## src/rtl/regbuf_pkg.sv

```systemverilog
package regbuf_pkg;
    localparam int WIDE_LANES   = 25;
    localparam int NARROW_LANES = 14;
    // special lane positions, primary and alternate mapping
    localparam int CKE_POS      = 0;
    localparam int ODT_POS      = 3;
    localparam int CSL_POS      = 6;
    localparam int CKE_ALT_POS  = 13;
    localparam int ODT_ALT_POS  = 10;

    typedef struct packed {
        logic [WIDE_LANES-1:0] lane;
    } regbuf_state_t;
endpackage

```

## src/rtl/regbuf_lane_map.sv

```systemverilog
module regbuf_lane_map
    import regbuf_pkg::*;
#(
    parameter int WIDE_W   = WIDE_LANES,
    parameter int NARROW_W = NARROW_LANES,
    parameter int CKE_I    = CKE_POS,
    parameter int ODT_I    = ODT_POS,
    parameter int CSL_I    = CSL_POS,
    parameter int CKE_AI   = CKE_ALT_POS,
    parameter int ODT_AI   = ODT_ALT_POS
) (
    input  logic              split,
    input  logic              alt,
    output logic [WIDE_W-1:0] active_mask,
    output logic [WIDE_W-1:0] exempt_mask
);
    logic use_alt;
    assign use_alt = split & alt;

    for (genvar i = 0; i < WIDE_W; i++) begin : g_lane
        localparam bit IN_NARROW = (i < NARROW_W);
        localparam bit IS_CSL    = (i == CSL_I);
        localparam bit IS_PRI    = (i == CKE_I) || (i == ODT_I);
        localparam bit IS_ALT    = (i == CKE_AI) || (i == ODT_AI);
        assign active_mask[i] = split ? IN_NARROW : 1'b1;
        assign exempt_mask[i] = IS_CSL | (use_alt ? IS_ALT : IS_PRI);
    end
endmodule

```

## src/rtl/regbuf_gate.sv

```systemverilog
module regbuf_gate (
    input  logic csl_in,
    input  logic cs_rank,
    output logic hold
);
    // both selects high means the module is idle for this edge
    assign hold = csl_in & cs_rank;
endmodule

```

## src/rtl/addr_cmd_regbuf.sv

```systemverilog
module addr_cmd_regbuf
    import regbuf_pkg::*;
#(
    parameter int WIDE_W   = WIDE_LANES,
    parameter int NARROW_W = NARROW_LANES
) (
    input  logic                clk,
    input  logic                rst_n,
    input  logic                mode_split,
    input  logic                map_alt,
    input  logic                cs_rank,
    input  logic [WIDE_W-1:0]   din,
    output logic [WIDE_W-1:0]   q_a,
    output logic [NARROW_W-1:0] q_b
);
    logic [WIDE_W-1:0] active_mask;
    logic [WIDE_W-1:0] exempt_mask;
    logic              hold;
    regbuf_state_t     st_d, st_q;

    regbuf_lane_map #(
        .WIDE_W   (WIDE_W),
        .NARROW_W (NARROW_W)
    ) u_map (
        .split       (mode_split),
        .alt         (map_alt),
        .active_mask (active_mask),
        .exempt_mask (exempt_mask)
    );

    regbuf_gate u_gate (
        .csl_in  (din[CSL_POS]),
        .cs_rank (cs_rank),
        .hold    (hold)
    );

    always_comb begin
        st_d = st_q;
        for (int i = 0; i < WIDE_W; i++) begin
            if (!active_mask[i]) begin
                st_d.lane[i] = 1'b0;
            end else if (exempt_mask[i] || !hold) begin
                st_d.lane[i] = din[i];
            end
        end
    end

    always_ff @(posedge clk or negedge rst_n) begin
        if (!rst_n) begin
            st_q <= '0;
        end else begin
            st_q <= st_d;
        end
    end

    assign q_a = st_q.lane;
    assign q_b = mode_split ? st_q.lane[NARROW_W-1:0] : '0;
endmodule

```

## config.mk

```make
export PLATFORM = sky130hd
export DESIGN_NAME = addr_cmd_regbuf
export DESIGN_NICKNAME = d
export VERILOG_FILES = /design/src/rtl/regbuf_pkg.sv /design/src/rtl/regbuf_lane_map.sv /design/src/rtl/regbuf_gate.sv /design/src/rtl/addr_cmd_regbuf.sv
export SDC_FILE = /design/constraint.sdc
export NUM_CORES = 1
export LEC_CHECK = 0
export BUFFER_PORTS_ARGS = -buffer_cell sky130_fd_sc_hd__buf_2
export CORE_MARGIN = 5
export CORE_UTILIZATION = 41
export DETAILED_ROUTE_END_ITERATION = 7
export PLACE_DENSITY_LB_ADDON = 0.2
export SYNTH_ARGS = -nofsm -noshare
export SYNTH_HDL_FRONTEND = slang
export SYNTH_SLANG_ARGS = --single-unit
```

## constraint.sdc

```tcl
create_clock -name clk -period 0.95 [get_ports clk]
set_input_delay 0.1425 -clock clk [delete_from_list [all_inputs] [get_ports clk]]
set_output_delay 0.1425 -clock clk [all_outputs]
set_load 0.01 [all_outputs]
```

==> flow_summary.yaml <==
timing:
  tightest_slew_ns: 0.538
  clock.fmax_ghz: 0.860
  rsz0062_at_grt: "yes"
  setup_viol: 42
  post-route-period-util_pct: 122
  fin_tns_setup_ns: -4.77
  layout_setup_ws_ns: -0.212
  finalCriticalPeriod_ns: 1.16
  finClkSkew_ns: 0
  slew_headroom_pct: 64.2
  hold_viol: 0
  slew_violations: 0
worst_setup_path:
  critPathArrivalTime_ns: 1.02
  cp-end-kind: "output pin"
  required_ns: 0.81
  cp-start-kind: "register"
  path_class: "register to output pin"
  cp_max_fo: 3
  cpPeakStageDelay_ns: 0.43
  path_delay_family: "flip-flops"
  crit_slowest_cell: "dfrtp_1"
  worst-path-buf-inv: 1
  cp_cell_sequence: "and2_1, buf_2"
final_layout:
  n_fill_cell: 206
  final_common_cell: "buf_2"
  antenna_cells_inserted: 0
  utilization_pct: 71.5
  nets: 237
  drive_above_1_share_pct: 51.0
  final_cells: 236
  areaGrowthSynthToFinish_pct: 64.1
  largest_reg_flops: 25
  layout.cells.most_common_list: "buf_2 (55), nand2_1 (51), dfrtp_1 (25)"
placement:
  place_hpwl_mm: 2.19
  io_buffer_count: 68
  gp_congestion: 0.741
  preCtsSetupSlack_ns: -0.0147
  dpl.cell_count: 212
yosys:
  syn_inst: 115
  synth_nets: 145
  synth_cell_types: 13
  yosys_warnings: 0
  mappedNetlistArea_um2: 1090
  synth_xor_area_share_pct: 0
  synth_top_family_by_area: "simple AND/OR/NAND/NOR gates"
  ys_seq_elements: 25
  synthSimpleGateAreaFrac_pct: 28.6
  synth_fa_ha_area_share_pct: 0
  synth_compound_area_share_pct: 5.06
  synth_mux_area_share_pct: 4.83
  synth_area_per_cell_um2: 9.47
  yosysSeqAreaShare_pct: 57.5
route:
  routed_wl_mm: 3.08
  initialDrtViolationCount: 16
  wire_per_inst_um: 13.1
  antenna_left: 0
  first_pass_iters: 4
  drc: 0
  vias_per_cell: 4.60
  num_vias: 1086
clock_network:
  cts_made_buffers: 3
  clk_pin_slew_worst_paths_ns: 0.13
  cts_htree_levels: 1
  clock_latency_ns: 0.31
  cts_sinks: 25
  cts_tree: "built"
  clock_path_buffers: 2
  clockRootBuffer: "clkbuf_4"
global_routing:
  grt_pass1_wl_mm: 4.79
  grt_use_total_pct: 17.4
  antenna_found_initial: 0
  grt_pass1_vias: 1113
  grt_max_degree: 26
  gr-total-overflow: 0
floorplan:
  die_y_um: 61.5
  io_pins: 69
  core_area_um2: 2500
  design.die.area_um2: 3790
  start_util_pct: 43.5
  core.rowCount: 18
  dieWidth_um: 61.5
power_and_ir_drop:
  intPower_mw: 1.64
  power-per-cell-area_nw_per_um2: 1270
  clock_power_share_pct: 20.4
  combinationalPowerShare_pct: 27.2
  p_seq_share_pct: 52.4
  netSwitchingPower_uw: 621
  finalPower_mw: 2.26
  power_leakage_nw: 1.00
  peakVddDrop_v: 0.00117
  switching_share_pct: 27.4
hold_path:
  hp-class: "input pin to register"
status:
  status: "finished with violations"
  violations: "setup timing"
job:
  cap_violations: 0
## worst paths after layout
check / depth (start not counted) / start / to / slack, ns
max: 2 / q_a[1] / q_b[1] / -0.21
max in group asynchronous: 2 / rst_n / q_a[1] / 0.27
min reg2reg: 2 / q_a[2] / q_a[2] / 0.50
min in group asynchronous: 2 / rst_n / q_a[7] / 0.33
min: 3 / din[5] / q_a[5] / 0.02
max reg2reg: 3 / q_a[13] / q_a[13] / -0.09
## final cells by class
| class | count | area [um^2] | area share [%] |
|---|---|---|---|
| clock inverter | 1 | 5.00 | 0.280 |
| tap | 30 | 37.5 | 2.10 |
| timing repair buffer | 94 | 672 | 37.6 |
| clock buffer | 3 | 22.5 | 1.26 |
| multi-input combinational | 83 | 424 | 23.7 |
| sequential | 25 | 626 | 35.0 |
## power groups by stage
stage	sequential, mW	combinational [mW]	clock (mW)
global route	1.20	0.678	0.522
finish	1.19	0.615	0.462
detailed placement	1.20	0.447	0
global placement	1.20	0.436	0
floorplan	1.24	0.176	0
CTS	1.18	0.558	0.473
## per-layer routing
layer  up-vias  GRT usage (%)  part of all wire, %
met1       504           19.8                   38
met2        37           32.0                   53
li1        541              -                    -
met4         0           5.45                 0.88
met3         4           3.77                  7.3
met5         -              0                    0
## Yosys cell counts
master | n | area, um^2
a21oi_1 | 11 | 55.1
clkbuf_1 | 2 | 7.51
mux2_2 | 2 | 22.5
nand2_1 | 51 | 191
mux2_4 | 2 | 30.0
and2_4 | 1 | 8.76
buf_2 | 2 | 10.0
nand3_4 | 1 | 17.5
and2_1 | 14 | 87.6
dfrtp_1 | 25 | 626
nand2_2 | 1 | 6.26
buf_6 | 1 | 11.3
buf_4 | 2 | 15.0
## cell families (layout without fill, tap and decap cells)
group	count (synthesis)	count (layout)
AO/OA/AOI/OAI	11	11
buffers and inverters	7	98
flip-flops	25	25
multiplexers	4	4
AND/OR/NAND/NOR	68	68
## per-stage QoR
stage	cell area, um^2	hold WS [ns]
2_1_floorplan	1090	-0.153
3_5_place_dp	1480	0.160
6_report	1790	0.0206
5_1_grt	1790	0.0131
4_1_cts	1690	0.0160
3_3_place_gp	1480	0.158
## tightest hold or removal path, delay by kind of cell
kind                   cells  cell delay, ns
buffers and inverters      1            0.07
AND/OR/NAND/NOR            2            0.09
## repair_timing
item                                   4_1_cts  5_1_grt
setup endpoints to repair                   39       40
pin swaps                                   14        2
gates cloned                                 0        0
resized for setup                           13       15
setup buffers                               12        7
hold buffers                                 2        0
endpoints found under the hold margin       26        0
Note: power is estimated with default switching activity, not from simulation.
